[src/rtl/vpw_rx_pkg.sv]
package vpw_rx_pkg;
  typedef enum logic [1:0] {SYM_BAD, SYM_D0, SYM_D1, SYM_SOF} sym_e;
  typedef enum logic [1:0] {ST_IDLE, ST_DATA, ST_TAIL} st_e;

  localparam logic [7:0] CRC_POLY    = 8'h1D;
  localparam logic [7:0] CRC_PRESET  = 8'hFF;
  localparam logic [7:0] CRC_RESIDUE = 8'hC4;

  function automatic logic [7:0] crc_step(logic [7:0] c, logic b);
    logic fb;
    fb = c[7] ^ b;
    return {c[6:0], 1'b0} ^ (fb ? CRC_POLY : 8'h00);
  endfunction
endpackage

[src/rtl/vpw_rx_timer.sv]
module vpw_rx_timer #(
  parameter int EOD_MIN = 164,
  parameter int EOF_MIN = 240,
  parameter int CNT_W   = 8
) (
  input  logic             clk_i,
  input  logic             rst_ni,
  input  logic             tick_i,
  input  logic             bus_i,
  output logic             per_vld_o,
  output logic             per_act_o,
  output logic [CNT_W-1:0] per_len_o,
  output logic             eod_o,
  output logic             eof_o
);
  localparam logic [CNT_W-1:0] CNT_SAT = {CNT_W{1'b1}};
  localparam logic [CNT_W-1:0] EOD_M1  = CNT_W'(EOD_MIN - 1);
  localparam logic [CNT_W-1:0] EOF_M1  = CNT_W'(EOF_MIN - 1);

  logic             bus_q;
  logic [CNT_W-1:0] cnt_q;
  logic             edge_s;
  logic             grow_s;

  assign edge_s = bus_i ^ bus_q;
  assign grow_s = !edge_s && tick_i && !bus_q;

  always_ff @(posedge clk_i or negedge rst_ni) begin
    if (!rst_ni) begin
      bus_q     <= 1'b0;
      cnt_q     <= CNT_SAT;
      per_vld_o <= 1'b0;
      per_act_o <= 1'b0;
      per_len_o <= '0;
      eod_o     <= 1'b0;
      eof_o     <= 1'b0;
    end else begin
      bus_q     <= bus_i;
      per_vld_o <= edge_s;
      per_act_o <= bus_q;
      per_len_o <= cnt_q;
      eod_o     <= grow_s && (cnt_q == EOD_M1);
      eof_o     <= grow_s && (cnt_q == EOF_M1);
      if (edge_s)                         cnt_q <= '0;
      else if (tick_i && cnt_q != CNT_SAT) cnt_q <= cnt_q + 1'b1;
    end
  end
endmodule

[src/rtl/vpw_rx_classify.sv]
module vpw_rx_classify
  import vpw_rx_pkg::*;
#(
  parameter int SHORT_MIN = 34,
  parameter int SHORT_MAX = 96,
  parameter int LONG_MAX  = 163,
  parameter int SOF_MAX   = 239,
  parameter int CNT_W     = 8
) (
  input  logic             act_i,
  input  logic [CNT_W-1:0] len_i,
  output sym_e             sym_o
);
  localparam logic [CNT_W-1:0] L_SMIN = CNT_W'(SHORT_MIN);
  localparam logic [CNT_W-1:0] L_SMAX = CNT_W'(SHORT_MAX);
  localparam logic [CNT_W-1:0] L_LMAX = CNT_W'(LONG_MAX);
  localparam logic [CNT_W-1:0] L_FMAX = CNT_W'(SOF_MAX);

  always_comb begin
    if (len_i < L_SMIN)       sym_o = SYM_BAD;
    else if (len_i <= L_SMAX) sym_o = act_i ? SYM_D1 : SYM_D0;
    else if (len_i <= L_LMAX) sym_o = act_i ? SYM_D0 : SYM_D1;
    else if (act_i && len_i <= L_FMAX) sym_o = SYM_SOF;
    else                      sym_o = SYM_BAD;
  end
endmodule

[src/rtl/vpw_rx_deframe.sv]
module vpw_rx_deframe
  import vpw_rx_pkg::*;
#(
  parameter int MAX_BYTES = 12
) (
  input  logic       clk_i,
  input  logic       rst_ni,
  input  logic       per_vld_i,
  input  logic       per_act_i,
  input  sym_e       sym_i,
  input  logic       eod_i,
  input  logic       eof_i,
  output logic       byte_vld_o,
  output logic [7:0] byte_o,
  output logic       frame_done_o,
  output logic       crc_err_o,
  output logic       len_err_o,
  output logic       sym_err_o
);
  localparam int BC_W = $clog2(MAX_BYTES + 2);
  localparam logic [BC_W-1:0] BC_MAX = BC_W'(MAX_BYTES + 1);
  localparam logic [BC_W-1:0] BC_LIM = BC_W'(MAX_BYTES);
  localparam logic [BC_W-1:0] BC_MIN = BC_W'(2);

  st_e             st_q;
  logic [6:0]      sh_q;
  logic [2:0]      bit_q;
  logic [BC_W-1:0] nbyte_q;
  logic [7:0]      crc_q;
  logic            is_bit, bit_val, len_bad, sof_seen;

  assign is_bit   = (sym_i == SYM_D0) || (sym_i == SYM_D1);
  assign bit_val  = (sym_i == SYM_D1);
  assign sof_seen = per_vld_i && per_act_i && (sym_i == SYM_SOF);
  assign len_bad  = (bit_q != 3'd0) || (nbyte_q < BC_MIN) || (nbyte_q > BC_LIM);

  always_ff @(posedge clk_i or negedge rst_ni) begin
    if (!rst_ni) begin
      st_q         <= ST_IDLE;
      sh_q         <= '0;
      bit_q        <= '0;
      nbyte_q      <= '0;
      crc_q        <= CRC_PRESET;
      byte_vld_o   <= 1'b0;
      byte_o       <= '0;
      frame_done_o <= 1'b0;
      crc_err_o    <= 1'b0;
      len_err_o    <= 1'b0;
      sym_err_o    <= 1'b0;
    end else begin
      byte_vld_o   <= 1'b0;
      frame_done_o <= 1'b0;
      crc_err_o    <= 1'b0;
      len_err_o    <= 1'b0;
      sym_err_o    <= 1'b0;
      case (st_q)
        ST_IDLE: begin
          if (sof_seen) begin
            st_q    <= ST_DATA;
            bit_q   <= '0;
            nbyte_q <= '0;
            crc_q   <= CRC_PRESET;
          end else if (per_vld_i && per_act_i) begin
            sym_err_o <= 1'b1;
            st_q      <= ST_TAIL;
          end
        end
        ST_DATA: begin
          if (per_vld_i) begin
            if (is_bit) begin
              sh_q  <= {sh_q[5:0], bit_val};
              crc_q <= crc_step(crc_q, bit_val);
              bit_q <= bit_q + 3'd1;
              if (bit_q == 3'd7) begin
                if (nbyte_q < BC_LIM) begin
                  byte_vld_o <= 1'b1;
                  byte_o     <= {sh_q, bit_val};
                end
                if (nbyte_q != BC_MAX) nbyte_q <= nbyte_q + 1'b1;
              end
            end else begin
              sym_err_o <= 1'b1;
              st_q      <= ST_TAIL;
            end
          end else if (eod_i) begin
            frame_done_o <= 1'b1;
            len_err_o    <= len_bad;
            crc_err_o    <= !len_bad && (crc_q != CRC_RESIDUE);
            st_q         <= ST_TAIL;
          end
        end
        ST_TAIL: begin
          if (sof_seen) begin
            st_q    <= ST_DATA;
            bit_q   <= '0;
            nbyte_q <= '0;
            crc_q   <= CRC_PRESET;
          end else if (eof_i) begin
            st_q <= ST_IDLE;
          end
        end
        default: st_q <= ST_IDLE;
      endcase
    end
  end
endmodule

[src/rtl/vpw_rx.sv]
module vpw_rx
  import vpw_rx_pkg::*;
#(
  parameter int SHORT_MIN = 34,
  parameter int SHORT_MAX = 96,
  parameter int LONG_MAX  = 163,
  parameter int SOF_MAX   = 239,
  parameter int EOD_MIN   = 164,
  parameter int EOF_MIN   = 240,
  parameter int MAX_BYTES = 12
) (
  input  logic       clk_i,
  input  logic       rst_ni,
  input  logic       tick_i,
  input  logic       bus_i,
  output logic       byte_vld_o,
  output logic [7:0] byte_o,
  output logic       frame_done_o,
  output logic       crc_err_o,
  output logic       len_err_o,
  output logic       sym_err_o
);
  localparam int CNT_W = $clog2(EOF_MIN + 1);

  logic             per_vld, per_act, eod, eof;
  logic [CNT_W-1:0] per_len;
  sym_e             sym;

  vpw_rx_timer #(.EOD_MIN(EOD_MIN), .EOF_MIN(EOF_MIN), .CNT_W(CNT_W)) u_timer (
    .clk_i(clk_i), .rst_ni(rst_ni), .tick_i(tick_i), .bus_i(bus_i),
    .per_vld_o(per_vld), .per_act_o(per_act), .per_len_o(per_len),
    .eod_o(eod), .eof_o(eof)
  );

  vpw_rx_classify #(
    .SHORT_MIN(SHORT_MIN), .SHORT_MAX(SHORT_MAX), .LONG_MAX(LONG_MAX),
    .SOF_MAX(SOF_MAX), .CNT_W(CNT_W)
  ) u_class (
    .act_i(per_act), .len_i(per_len), .sym_o(sym)
  );

  vpw_rx_deframe #(.MAX_BYTES(MAX_BYTES)) u_deframe (
    .clk_i(clk_i), .rst_ni(rst_ni),
    .per_vld_i(per_vld), .per_act_i(per_act), .sym_i(sym),
    .eod_i(eod), .eof_i(eof),
    .byte_vld_o(byte_vld_o), .byte_o(byte_o), .frame_done_o(frame_done_o),
    .crc_err_o(crc_err_o), .len_err_o(len_err_o), .sym_err_o(sym_err_o)
  );
endmodule

[config.mk]
export PLATFORM = sky130hd
export DESIGN_NAME = vpw_rx
export DESIGN_NICKNAME = d
export VERILOG_FILES = /design/src/rtl/vpw_rx_pkg.sv /design/src/rtl/vpw_rx_timer.sv /design/src/rtl/vpw_rx_classify.sv /design/src/rtl/vpw_rx_deframe.sv /design/src/rtl/vpw_rx.sv
export SDC_FILE = /design/constraint.sdc
export NUM_CORES = 1
export LEC_CHECK = 0
export ABC_AREA = 1
export BUFFER_PORTS_ARGS = -buffer_cell sky130_fd_sc_hd__buf_2
export CORE_MARGIN = 2
export CORE_UTILIZATION = 40
export DETAILED_ROUTE_END_ITERATION = 12
export GPL_TIMING_DRIVEN = 0
export PLACE_DENSITY = 0.65
export SETUP_SLACK_MARGIN = 0.02
export SKIP_LAST_GASP = 1
export SYNTH_ARGS = -nofsm -noshare
export SYNTH_HDL_FRONTEND = slang
export SYNTH_SLANG_ARGS = --single-unit
[constraint.sdc]
create_clock -name clk_i -period 1.98 [get_ports clk_i]
set_input_delay 0.198 -clock clk_i [delete_from_list [all_inputs] [get_ports clk_i]]
set_output_delay 0.198 -clock clk_i [all_outputs]
set_load 0.1 [all_outputs]
==> impl_metrics.tcl <==
set metrics [dict create \
    outcome "finished with violations" \
    violations "setup timing" \
    finalSetupViolCount 31 \
    cts_buffer_depth 2 \
    p_leak_nw 1.71 \
    path_clk_slew_ns 0.07 \
    arrival_ns 2.31 \
    timing.final.ws_setup_ns -0.0987 \
    synth.distinct_cells 33 \
    critPathMaxFanout 7 \
    endpoint_kind "flip-flop" \
    rr_endpoint "u_deframe.byte_o[5]" \
    clockPowerShare_pct 41.2 \
    hold_viol 0 \
    worstReg2RegStart "u_timer.per_len_o[4]" \
    nets 367 \
    instances_no_fill 456 \
    dpl_cell_area_um2 3000 \
    tritoncts "built" \
    synth_flop_cell "dfrtp_1" \
    maxSlewViolCount 0 \
    synth_top_area_share_pct 37.6 \
    seq_power_share_pct 47.4 \
    ant_nets 0 \
    portBuffers 16 \
    rsz0062_at_grt "yes" \
    fill_cells 608 \
    clk_latency_ns 0.35 \
    maxCapViolCount 0 \
    synth_top_cell_by_area "dfrtp_1" \
    syn_area_um2 2800 \
    ir_drop_uv 513 \
    cp.required_ns 2.21 \
    syn_nets 327 \
    critPathSlowestCell "dfrtp_1" \
    switchingPower_mw 0.729 \
    fin_total_pwr_mw 2.67 \
    ys_top_cells_by_count "nand2_1 (75), inv_1 (52), dfrtp_1 (42)" \
    die_width_um 87.7 \
    cts-htree-levels 3 \
    r2r_slack_ns -0.1 \
    overflow 0 \
    synthCells 315 \
    numCtsBuffers 9 \
    slowest_delay_ns 0.42 \
    start_kind "flip-flop" \
    drive_gt1_share_pct 33.3 \
    core-area_um2 6790 \
    rows 30 \
    grt_pass1_vias 2015 \
    cp_top_family "simple AND/OR/NAND/NOR gates" \
    grt_usage_pct 15.6 \
    drc 0 \
    fin_crit_sh_pct 105 \
    fp.dieArea_um2 7680 \
    antenna_found_initial 0 \
    critical_path_cell_count 12 \
    globalplace.congestion 0.913 \
    final.setup_skew_ns 0.0124 \
    multiInputGateArea_um2 1240 \
    worstPathCellList "nor2_1 > nand2_1 > nor2_4 > o21ai_4 > a21oi_2 > ha_4 > nand2_4 > nor2_8 > nand3_4 > buf_6 > nand2_2 > o21ai_2" \
    wire_per_inst_um 11.8 \
    worstHoldStart "tick_i" \
    areaGrowthSynthToFinish_pct 25.5 \
    internal_power_mw 1.94 \
    fin_area_um2 3510 \
    drtIter0Drc 144 \
    start_util_pct 41.2 \
    path_buf_inv 1 \
    first_pass_iters 4 \
    synth-edff-count 0 \
    startpoint "u_timer.per_len_o[4]" \
    fin_crit_ns 2.08 \
    synth-seq-area-share_pct 52.6 \
    crit_type "flip-flop to flip-flop" \
    num_vias 2123 \
    final-seq-area_um2 1470 \
    dp_cells 427 \
    worst_pin_slew_ns 0.698 \
    dpl.hpwl_um 3410 \
    synth_seq_cells 58 \
    combPwrFrac_pct 11.4 \
    cts_root_buf "clkbuf_8" \
    die_h_um 87.7 \
    slew_headroom_pct 53.5 \
    drt-vias-per-instance 4.66 \
    synthTopCellsByArea "dfrtp_1 (38%), dfstp_2 (15%), nand2_1 (10%), inv_1 (7.0%), ha_1 (3.6%)" \
    async_flop_share_pct 100 \
    drt-total-wl_um 5360 \
    syn_avg_cell_area_um2 8.89 \
    num_io_pins 17 \
    grt_max_degree 59 \
    r2r_cells 12 \
    powerDensity_nw_per_um2 759 \
    yosysMostFrequentCell "nand2_1" \
    cp-endpoint "u_deframe.byte_o[5]" \
    hp-class "primary input to flip-flop" \
    cts.sinks 58 \
    grt_pass1_wl_um 9130 \
    whs_ns 0.169 \
    antenna_cells 0 \
    timing.fmax_ghz 0.481 \
    ys.warnings.count 0 \
    netSwitchingFraction_pct 27.4 \
]
[sequential cells by signal, indices dropped and copies added, names as in the netlist, 2 cells and up]
register,cells
u_deframe.nbyte_q,4
u_timer.cnt_q,8
u_deframe.sh_q,7
u_deframe.byte_o,8
u_timer.per_len_o,8
u_deframe.st_q,2
u_deframe.crc_q,8
u_deframe.bit_q,3
[stage by stage]
step	setup WS (ns)	setup TNS [ns]	utilization (%)
2_1_floorplan	0.0402	0	-
3_3_place_gp	-0.133	-2.36	44.1
3_5_place_dp	-0.191	-4.37	44.1
4_1_cts	-0.0311	-0.342	49.9
5_1_grt	-0.237	-5.91	51.7
6_report	-0.0987	-1.59	51.7
[how the worst min path moves through the flow]
stage                     endpoint  slack, ns  cells past startpoint
2_1_floorplan   u_deframe.bit_q[0]       -0.1                      0
3_3_place_gp         u_timer.bus_q       0.34                      1
3_5_place_dp         u_timer.bus_q       0.34                      1
4_1_cts        u_deframe.byte_o[3]       0.15                      1
5_1_grt              u_timer.eof_o       0.16                      3
6_report             u_timer.eof_o       0.17                      3
[worst min-delay path: stages]
cell and delay [ns]:
buf_2 0.12, nand3_1 0.10, nor3_1 0.05
[routing by layer]
metal / up-vias / track usage (%) / part of all wire, % / wire length (µm)
met4: 0 / 6.43 / 2.0 / 109
met5: - / 0 / 0 / 0
li1: 1090 / - / - / -
met3: 12 / 6.50 / 3.3 / 178
met2: 36 / 24.8 / 49 / 2640
met1: 985 / 18.6 / 45 / 2430
[placed cells by master, fill, tap and decap left out, types with 2 or more instances in the layout]
cell type,count
dfrtp_1,40
buf_8,2
clkinvlp_4,3
nand2_4,6
ha_1,6
nor3_1,5
inv_2,3
nor2_4,2
buf_2,15
o21ai_1,7
nand2_2,11
a22oi_2,5
o21ai_0,11
buf_4,8
dfstp_2,16
nand3_1,16
a21oi_2,3
buf_6,4
nand4_1,6
nand3_2,4
dlygate4sd3_1,2
o21ai_2,11
clkbuf_8,10
nand2_1,65
dfrtp_2,2
nand3_4,2
inv_4,2
nor2_1,21
xor2_1,3
a21oi_1,2
inv_1,50
[cells by family (layout without fill, tap and decap cells)]
family,after synthesis,after routing,share of synthesized area (%)
AO/OA/AOI/OAI,46,46,10.3
XOR/XNOR,3,3,0.939
adder cells (fa/ha/maj),8,8,3.58
buffers and inverters,59,103,8.49
flip-flops,58,58,52.6
AND/OR/NAND/NOR,141,142,24.1
[cell type report]
type,count,area share [%]
inverters,55,6.02
flip-flops and latches,58,42.0
plain buffers,4,1.39
clock buffers,10,3.92
repair buffers,28,5.95
multi-input cells,199,35.4
well taps,96,3.42
clock inverters,6,1.89
[power groups by stage]
stage                     logic (mW)  clock network (mW)  registers [mW]
after floorplan                0.177                   0            1.32
after global placement         0.284                   0            1.28
after detailed placement       0.289                   0            1.28
after CTS                      0.301                1.14            1.26
after global routing           0.341                1.20            1.27
final                          0.304                1.10            1.26
[repair_timing]
| item | in CTS | in global routing |
|---|---|---|
| pin swaps | 13 | 12 |
| buffers inserted | 6 | 2 |
| resized for setup | 34 | 25 |
| cloned | 2 | 1 |
| hold buffers | 1 | 1 |
| setup endpoints to repair | 32 | 33 |
| hold endpoints to repair | 1 | 42 |
Note: power is estimated with default switching activity, not from simulation.
